File: config.mk
export PLATFORM = sky130hd
export DESIGN_NAME = incskip_unit
export DESIGN_NICKNAME = d
export VERILOG_FILES = /design/src/rtl/incskip_pkg.sv /design/src/rtl/incskip_decode.sv /design/src/rtl/incskip_alu.sv /design/src/rtl/incskip_seq.sv /design/src/rtl/incskip_unit.sv
export SDC_FILE = /design/constraint.sdc
export NUM_CORES = 1
export LEC_CHECK = 0
export CAP_MARGIN = 20
export CORE_AREA = 2 2 102 79
export DETAILED_ROUTE_END_ITERATION = 10
export DIE_AREA = 0 0 104 81
export MAX_ROUTING_LAYER = met4
export PLACE_DENSITY_LB_ADDON = 0.05
export SLEW_MARGIN = 20
export SYNTH_ARGS = -nofsm -noshare
export SYNTH_HDL_FRONTEND = slang
export SYNTH_SLANG_ARGS = --single-unit
File: constraint.sdc
create_clock -name clk -period 2.5 [get_ports clk]
set_clock_uncertainty 0.05 [all_clocks]
set_input_delay 0.25 -clock clk [delete_from_list [all_inputs] [get_ports clk]]
set_output_delay 0.25 -clock clk [all_outputs]
set_load 0.01 [all_outputs]
File: src/rtl/incskip_pkg.sv
package incskip_pkg;

  typedef enum logic [1:0] {ST_IDLE, ST_EXEC, ST_NOP} seq_st_e;

  // Top six bits of the two executed opcodes.
  localparam logic [5:0] OP_SKIP_Z  = 6'b001111;
  localparam logic [5:0] OP_SKIP_NZ = 6'b010010;

  typedef struct packed {
    logic       known;    // one of the two opcodes
    logic       test_nz;  // skip when result is nonzero
    logic       to_file;  // d bit: write back to memory
    logic       banked;   // a bit
    logic [7:0] fadr;     // file address
  } ins_dec_t;

endpackage

File: src/rtl/incskip_decode.sv
module incskip_decode
  import incskip_pkg::*;
#(
  parameter int AW        = 12,
  parameter int DW        = 8,
  parameter int IDX_LIMIT = 8'h5F
) (
  input  logic [15:0]      ins,
  input  logic [AW-DW-1:0] bank,
  input  logic [AW-1:0]    idx_base,
  input  logic             ext_en,
  output ins_dec_t         dec,
  output logic [AW-1:0]    addr
);
  localparam int BW    = AW - DW;
  localparam int SPLIT = IDX_LIMIT + 1;

  logic [5:0] opc;
  logic       use_idx;

  always_comb begin
    opc         = ins[15:10];
    dec.known   = (opc == OP_SKIP_Z) || (opc == OP_SKIP_NZ);
    dec.test_nz = (opc == OP_SKIP_NZ);
    dec.to_file = ins[9];
    dec.banked  = ins[8];
    dec.fadr    = ins[7:0];
  end

  assign use_idx = ext_en && !dec.banked && (int'(dec.fadr) <= IDX_LIMIT);

  always_comb begin
    if (dec.banked)
      addr = {bank, dec.fadr};
    else if (use_idx)
      addr = idx_base + AW'(dec.fadr);
    else if (int'(dec.fadr) < SPLIT)
      addr = {{BW{1'b0}}, dec.fadr};
    else
      addr = {{BW{1'b1}}, dec.fadr};
  end

endmodule

File: src/rtl/incskip_alu.sv
module incskip_alu #(
  parameter int DW = 8
) (
  input  logic [DW-1:0] operand,
  input  logic          test_nz,
  output logic [DW-1:0] sum,
  output logic          skip
);
  logic is_zero;

  assign sum     = operand + DW'(1);
  assign is_zero = (sum == '0);
  assign skip    = test_nz ? !is_zero : is_zero;

endmodule

File: src/rtl/incskip_seq.sv
module incskip_seq
  import incskip_pkg::*;
#(
  parameter int PHASES = 4
) (
  input  logic clk,
  input  logic rst_n,
  input  logic start,
  input  logic known,
  input  logic skip,
  input  logic dbl,
  output logic idle,
  output logic ph_dec,
  output logic ph_read,
  output logic ph_proc,
  output logic ph_write,
  output logic nop_head
);
  localparam int PW   = (PHASES > 1) ? $clog2(PHASES) : 1;
  localparam int LAST = PHASES - 1;

  seq_st_e       st;
  logic [PW-1:0] ph;
  logic [1:0]    nops_left;
  logic          ph_last;

  assign ph_last  = (ph == PW'(LAST));
  assign idle     = (st == ST_IDLE);
  assign ph_dec   = (st == ST_EXEC) && (ph == PW'(0));
  assign ph_read  = (st == ST_EXEC) && (ph == PW'(1));
  assign ph_proc  = (st == ST_EXEC) && (ph == PW'(2));
  assign ph_write = (st == ST_EXEC) && (ph == PW'(3));
  assign nop_head = (st == ST_NOP)  && (ph == PW'(0));

  always_ff @(posedge clk or negedge rst_n) begin
    if (!rst_n) begin
      st        <= ST_IDLE;
      ph        <= '0;
      nops_left <= '0;
    end else begin
      unique case (st)
        ST_IDLE: begin
          if (start) begin
            st <= ST_EXEC;
            ph <= '0;
          end
        end
        ST_EXEC: begin
          if (ph_dec && !known) begin
            st <= ST_IDLE;
          end else if (ph_last) begin
            ph <= '0;
            if (skip) begin
              st        <= ST_NOP;
              nops_left <= dbl ? 2'd2 : 2'd1;
            end else begin
              st <= ST_IDLE;
            end
          end else begin
            ph <= ph + PW'(1);
          end
        end
        ST_NOP: begin
          if (ph_last) begin
            ph <= '0;
            if (nops_left == 2'd1) st <= ST_IDLE;
            nops_left <= nops_left - 2'd1;
          end else begin
            ph <= ph + PW'(1);
          end
        end
        default: st <= ST_IDLE;
      endcase
    end
  end

endmodule

File: src/rtl/incskip_unit.sv
module incskip_unit
  import incskip_pkg::*;
#(
  parameter int AW        = 12,
  parameter int DW        = 8,
  parameter int PHASES    = 4,
  parameter int IDX_LIMIT = 8'h5F
) (
  input  logic             clk,
  input  logic             rst_n,
  input  logic             ins_valid,
  output logic             ins_ready,
  input  logic [15:0]      ins_word,
  input  logic             next_dbl,
  input  logic             ext_en,
  input  logic [AW-1:0]    fsr2,
  input  logic             w_ld,
  input  logic [DW-1:0]    w_ld_val,
  input  logic             bsr_ld,
  input  logic [AW-DW-1:0] bsr_ld_val,
  output logic [DW-1:0]    w_q,
  output logic [AW-DW-1:0] bsr_q,
  output logic [AW-1:0]    mem_addr,
  output logic             mem_rd,
  input  logic [DW-1:0]    mem_rdata,
  output logic             mem_we,
  output logic [DW-1:0]    mem_wdata,
  output logic             squash
);
  localparam int BW = AW - DW;

  logic [15:0]   ins_q;
  logic [AW-1:0] addr_q;
  logic [DW-1:0] res_q;
  logic          skip_q;
  ins_dec_t      dec;
  logic [AW-1:0] addr_c;
  logic [DW-1:0] sum_c;
  logic          skip_c;
  logic          idle, ph_dec, ph_read, ph_proc, ph_write, nop_head;
  logic          accept;

  assign ins_ready = idle;
  assign accept    = ins_valid && idle;

  incskip_decode #(.AW(AW), .DW(DW), .IDX_LIMIT(IDX_LIMIT)) u_dec (
    .ins(ins_q), .bank(bsr_q), .idx_base(fsr2), .ext_en(ext_en),
    .dec(dec), .addr(addr_c)
  );

  incskip_alu #(.DW(DW)) u_alu (
    .operand(mem_rdata), .test_nz(dec.test_nz), .sum(sum_c), .skip(skip_c)
  );

  incskip_seq #(.PHASES(PHASES)) u_seq (
    .clk(clk), .rst_n(rst_n), .start(accept), .known(dec.known),
    .skip(skip_q), .dbl(next_dbl), .idle(idle), .ph_dec(ph_dec),
    .ph_read(ph_read), .ph_proc(ph_proc), .ph_write(ph_write),
    .nop_head(nop_head)
  );

  always_ff @(posedge clk or negedge rst_n) begin
    if (!rst_n) begin
      ins_q  <= '0;
      addr_q <= '0;
      res_q  <= '0;
      skip_q <= 1'b0;
    end else begin
      if (accept)  ins_q  <= ins_word;
      if (ph_dec)  addr_q <= addr_c;
      if (ph_proc) begin
        res_q  <= sum_c;
        skip_q <= skip_c;
      end
    end
  end

  always_ff @(posedge clk or negedge rst_n) begin
    if (!rst_n) begin
      w_q   <= '0;
      bsr_q <= '0;
    end else begin
      if (idle && w_ld)
        w_q <= w_ld_val;
      else if (ph_write && dec.known && !dec.to_file)
        w_q <= res_q;
      if (idle && bsr_ld)
        bsr_q <= bsr_ld_val;
    end
  end

  assign mem_addr  = addr_q;
  assign mem_rd    = ph_read;
  assign mem_we    = ph_write && dec.known && dec.to_file;
  assign mem_wdata = res_q;
  assign squash    = nop_head;

  initial begin
    if (PHASES < 4) $error("PHASES must be at least 4");
    if (BW < 1)     $error("AW must exceed DW");
  end

endmodule

Word-level counts from Yosys, hierarchy flattened
Cells that the tools add are included.
- bits in registers: 55
- input port bits: 55
- output and inout port bits: 36
- logic and storage cells: 81
- add/sub/neg operators: 4
- magnitude comparators: 2
- equality and inequality tests: 15
- multiplexer cells: 23
- reductions and logical operators: 28
- operator list (cell ; number):
    12-bit 2-to-1 mux ; 3
    2-bit 2-to-1 mux ; 14
    8-bit 2-to-1 mux ; 2
    1-bit logical AND ; 14
    12-bit by 8-bit adder with 12-bit output ; 1
    2-bit one-hot mux with 3 select lines ; 2
    8-bit by 1-bit adder with 8-bit output, second input constant ; 1
    8-bit by 7-bit less-or-equal comparator with 1-bit output, second input constant ; 1
    8-bit zero test ; 1
    8-bit by 7-bit less-than comparator with 1-bit output, second input constant ; 1
    2-bit by 1-bit == test with 1-bit output, second input constant ; 3
    2-bit == test, second input constant ; 3
    6-bit by 4-bit == test with 1-bit output, second input constant ; 1
    6-bit by 5-bit == test with 1-bit output, second input constant ; 1
    2-bit by 1-bit inequality test with 1-bit output, second input constant ; 3
    2-bit inequality test, second input constant ; 3
    5-bit AND reduction ; 1
    1-bit zero test ; 4
    2-bit zero test ; 2
    2-bit one-hot mux with 2 select lines ; 1
    4-bit AND reduction ; 1
    2-bit nonzero test ; 2
    3-bit by 2-bit inequality test with 1-bit output, second input constant ; 1
    3-bit AND reduction ; 1
    5 further kinds ; 5

Depth between registers and ports, before layout
- word-level depth: 6
- depth in mapped cells: 9
- depth with buffers taken out: 9

Hierarchy
A second synthesis with hierarchy kept.
- cells, all modules: 296
- area total of the unflattened synthesis: 3372.0 µm²
- by module, submodules not included (module ; instances ; cells an instance ; area an instance (µm²) ; sequential area each (µm²)):
    incskip_unit ; 1 ; 116 ; 1929.4 ; 1226.2
    incskip_decode ; 1 ; 107 ; 749.5 ; 0.0
    incskip_seq ; 1 ; 51 ; 531.8 ; 150.1
    incskip_alu ; 1 ; 22 ; 161.4 ; 0.0

Least setup slack after synthesis
No wires, ideal clock.
- path kind: register to register
- start: reg ins_q[0]
- end: reg addr_q[10] (netlist: mem_addr[10])
- arrival: 1776 ps
- data required time: 2331 ps
- path slack: 555 ps
- cell stages (with the launch flop): 10
- buffers on the path: 0
- cells stage by stage: dfrtp_1 -> ha_1 -> inv_1 -> fa_1 -> nor2b_1 -> o211ai_1 -> a311oi_2 -> xnor2_1 -> o21ai_1 -> o21a_1
- word-level cells in the longest chain between the ends: 4
- elaborated cells between the ends (all ways): 7
- classes of those cells: 1 x add/sub; 2 x order compare; 3 x mux; 1 x reduce/logical
- RTL lines (what ; line ; source):
    start, declared ; incskip_unit.sv:32 ; logic [15:0] ins_q;
    start signal, assigned ; incskip_unit.sv:69 ; if (accept) ins_q <= ins_word;
    8-bit by 7-bit less-than comparator with 1-bit output / 8-bit by 7-bit less-or-equal comparator with 1-bit output (equally long branches) ; incskip_decode.sv:37, incskip_decode.sv:30 ;
    12-bit 2-to-1 mux / 1-bit logical AND (equally long branches) ; incskip_decode.sv:37, incskip_decode.sv:30 ;
    12-bit 2-to-1 mux * ; incskip_decode.sv:35 ; else if (use_idx)
    12-bit 2-to-1 mux * ; incskip_decode.sv:33 ; if (dec.banked)
    end signal, assigned ; incskip_unit.sv:70 ; if (ph_dec) addr_q <= addr_c;
    end, declared ; incskip_unit.sv:33 ; logic [AW-1:0] addr_q;
Mark *: on every way between the ends. The rest lies on a longest branch, timed or not.
A chain may end at the register's enable or synchronous reset.

Worst setup path after layout
- start: reg ins_q[10]
- end: out mem_we
- word-level cells in the longest chain between the ends: 4
- elaborated cells between the ends (all ways): 5
- classes of those cells: 2 x eq/ne; 3 x reduce/logical
- RTL lines (what ; line ; source):
    6-bit by 4-bit == test with 1-bit output / 6-bit by 5-bit == test with 1-bit output (equally long branches) ; incskip_decode.sv:23 ; dec.known = (opc == OP_SKIP_Z) || (opc == OP_SKIP_NZ);
    1-bit logical OR * ; incskip_decode.sv:23 ;
    1-bit logical AND * (2 in a row) ; incskip_unit.sv:94 ; assign mem_we = ph_write && dec.known && dec.to_file;
    end, declared ; incskip_unit.sv:26 ; output logic mem_we,
Marks and branches as above.

==> run_results.csv <==
group,metric,value,unit
pwr,power_density,1159,mW/mm^2
cells_and_area,fin_area,0.004227,sq mm
grt,overflow,0,
place,placed_cells,497,
pwr,clkPwrFrac,11.2,%
timing,hold_viol_final,0,
floorplanning,coreArea,0.007567,sq mm
grt,grt_usage,18.23,%
cells_and_area,drive_gt1_share,11.75,%
logic_synthesis,synth_area_leaders,"dfrtp_1, mux2_2, ha_1, nand2_1, o21ai_0",
logic_synthesis,ys.flop_type,"dfrtp_1",
pwr,p_comb_share,54.5,%
logic_synthesis,synth-edff-count,0,
detailed_routing,drtIter0Drc,59,
critical_path,worstPathArrival,1.96,ns
timing,min_period,2.262,ns
logic_synthesis,synth.distinct_cells,49,
cts,post_cts_buffers,0,
critical_path,cp-end-kind,"output port",
timing,hold_slack,0.02396,ns
detailed_routing,dr.pass1.iters,4,
logic_synthesis,synth_warnings,0,
pwr,ir_worst_vdd,437.4,uV
cts,cts_buffers,5,
cts,clock_sinks,55,
critical_path,cpPeakStageDelay,0.57,ns
critical_path,r2r_setup_slack,0.38,ns
critical_path,required,2.20,ns
logic_synthesis,syn-cell-area,0.003107,sq mm
cells_and_area,antenna_cells,0,
place,place_area,0.004126,sq mm
critical_path,critPathLaunch,"ins_q[10]",
timing,slew_headroom,51.74,%
logic_synthesis,async_flop_share,100.0,%
logic_synthesis,yosysTopAreaCellShare,44.30,%
detailed_routing,wl,7113,um
floorplanning,pin_count,91,
timing,fin_setup_tns,0,ns
detailed_routing,drc,0,
critical_path,slowest_stage,"clkdlybuf4s50_1",
timing,grt_setup_unrepaired,"false",
critical_path,cp_top_family,"buffers and inverters",
detailed_routing,vias,2496,
cts,cts-root-buf,"clkbuf_8",
critical_path,critPathMaxFanout,4,
cts,clk_path_buf_depth,2,
floorplanning,die_height,81,um
pwr,total_leakage_power,1.826,nW
cts,htreeDepth,2,
critical_path,endpoint,"mem_we",
critical_path,worstSetupPathType,"register to output port",
detailed_routing,vias_per_cell,4.943,
cts,cts_tree,"done",
logic_synthesis,ys_ff_latch,55,
pwr,p_int,0.002994,W
status,status,"completed",
logic_synthesis,synth_cells,304,
logic_synthesis,ys_seq_area_share,44.30,%
detailed_routing,drtAntennaViolNets,0,
timing,setup_violations,0,
place,port_buffers,90,
cells_and_area,fin_cells,505,
cts,clk_pin_slew,0.10,ns
cells_and_area,syn_to_final_growth,36.04,%
critical_path,r2r_cells,9,
grt,grt_pass1_wl,11830,um
timing,worst_pin_slew,0.7238,ns
critical_path,r2r_end,"mem_addr[10]",
pwr,p_seq_share,34.3,%
critical_path,crit_buf_inv,1,
logic_synthesis,synth_top_cells_by_count,"dfrtp_1, nand2_1, o21ai_0",
critical_path,cp_cell_sequence,"nor4b_4 > o21ai_2 > nor3_1 > clkdlybuf4s50_1",
floorplanning,num_rows,28,
grt,grt_pass1_vias,2385,
pwr,p_sw,0.001904,W
grt,grt_start_max_net_pins,56,
cts,clock_latency,0.30,ns
critical_path,cp_num_cells,4,
run,maxCapViolCount,0,
cells_and_area,nets,473,
logic_synthesis,synth_fp_nets,378,
critical_path,critPathLaunchType,"register",
timing,post-route-period-util,90.47,%
cts,cts_resized,0,
floorplanning,start_util,41.05,%
timing,maxSlewViolCount,0,
logic_synthesis,synthMostInstantiatedCell,"dfrtp_1",
timing,fmax,0.4421,GHz
place,hpwl,5483,um
detailed_routing,post_drt_wl_per_cell,14.09,um
logic_synthesis,yosys.area.top_type,"dfrtp_1",
cts,hold_buffers,0,
grt,antenna_found_initial,0,
place,place_congestion,0.7961,
floorplanning,fp.dieW,104,um
hold_path,hold_class,"primary input to asynchronous set/reset pin",
critical_path,r2r-start,"ins_q[0]",
floorplanning,dieArea,0.008424,sq mm
pwr,p_sw_share,38.88,%
logic_synthesis,syn_avg_cell_area,10.22,sq um
sequential cells by signal (all words and copies together) (netlist names):
name,cells
bsr_q,4
ins_q,16
u_seq.st,2
w_q,8
mem_wdata,8
u_seq.ph,2
mem_addr,12
u_seq.nops_left,2
skip_q,1
cell usage in the layout (no fill, tap or decap), types with 11 or more instances in the layout:
| master | n |
|---|---|
| clkdlybuf4s50_1 | 89 |
| ha_1 | 18 |
| nand2_1 | 46 |
| a21oi_1 | 15 |
| inv_1 | 12 |
| dfrtp_1 | 55 |
| o21ai_0 | 24 |
| mux2_2 | 21 |
| mux2i_1 | 11 |
metal layers:
layer / GRT usage [%] / share of wire, % / vias up / routed length (um)
met2: 27.43 / 42 / 62 / 3013
li1: - / - / 1267 / -
met5: - / 0 / - / 0
met4: 4.865 / 0.77 / 0 / 55
met3: 3.451 / 4.2 / 5 / 296
met1: 25.44 / 53 / 1162 / 3747
layout make-up:
| type | instances | area (sq um) |
|---|---|---|
| fill | 734 | 3341 |
| multi-input combinational | 230 | 1640 |
| sequential | 55 | 1376 |
| timing repair buffer | 95 | 933.4 |
| tap | 105 | 131.4 |
| clock buffer | 8 | 100.1 |
| inverter | 12 | 45.04 |
kinds of logic (layout without fill, tap and decap cells):
logic type | Yosys count | count (layout) | synth area share (%)
buffers and inverters | 19 | 115 | 2.900
and+or+nand+nor | 94 | 94 | 15.18
AOI/OAI and AO/OA | 72 | 72 | 14.90
xor gates and xnor gates | 13 | 13 | 3.665
DFF | 55 | 55 | 44.30
muxes | 32 | 32 | 11.16
adders and majority gates | 19 | 19 | 7.894
how the worst min path moves through the flow:
stage	depth (start not counted)	slack (ns)	startpoint	endpoint
after global routing	2	0.09	rst_n	mem_addr[9]
after floorplan	0	-0.1	rst_n	bsr_q[0]
after detailed placement	2	0.39	rst_n	mem_addr[9]
final	2	0.02	rst_n	mem_addr[9]
after global placement	2	0.39	rst_n	mem_addr[9]
after CTS	2	0.05	rst_n	mem_addr[9]
through the flow:
step / setup WS, ns / total power [W] / utilization, %
floorplan: 0.5550 / 0.003343 / -
global placement: 0.07048 / 0.004343 / 54.53
detailed placement: 0.02772 / 0.004405 / 54.53
CTS: 0.2021 / 0.004960 / 55.85
global route: 0.09604 / 0.005322 / 55.85
finish: 0.2383 / 0.004898 / 55.85
power by group through the flow:
stage | Sequential [W] | Clock [W] | Combinational [W]
floorplan | 0.00174 | 0 | 0.00160
global placement | 0.00170 | 0 | 0.00265
detailed placement | 0.00170 | 0 | 0.00270
CTS | 0.00169 | 0.000567 | 0.00270
global route | 0.00175 | 0.000598 | 0.00298
finish | 0.00168 | 0.000548 | 0.00267
Power figures use the tool's default switching activity.
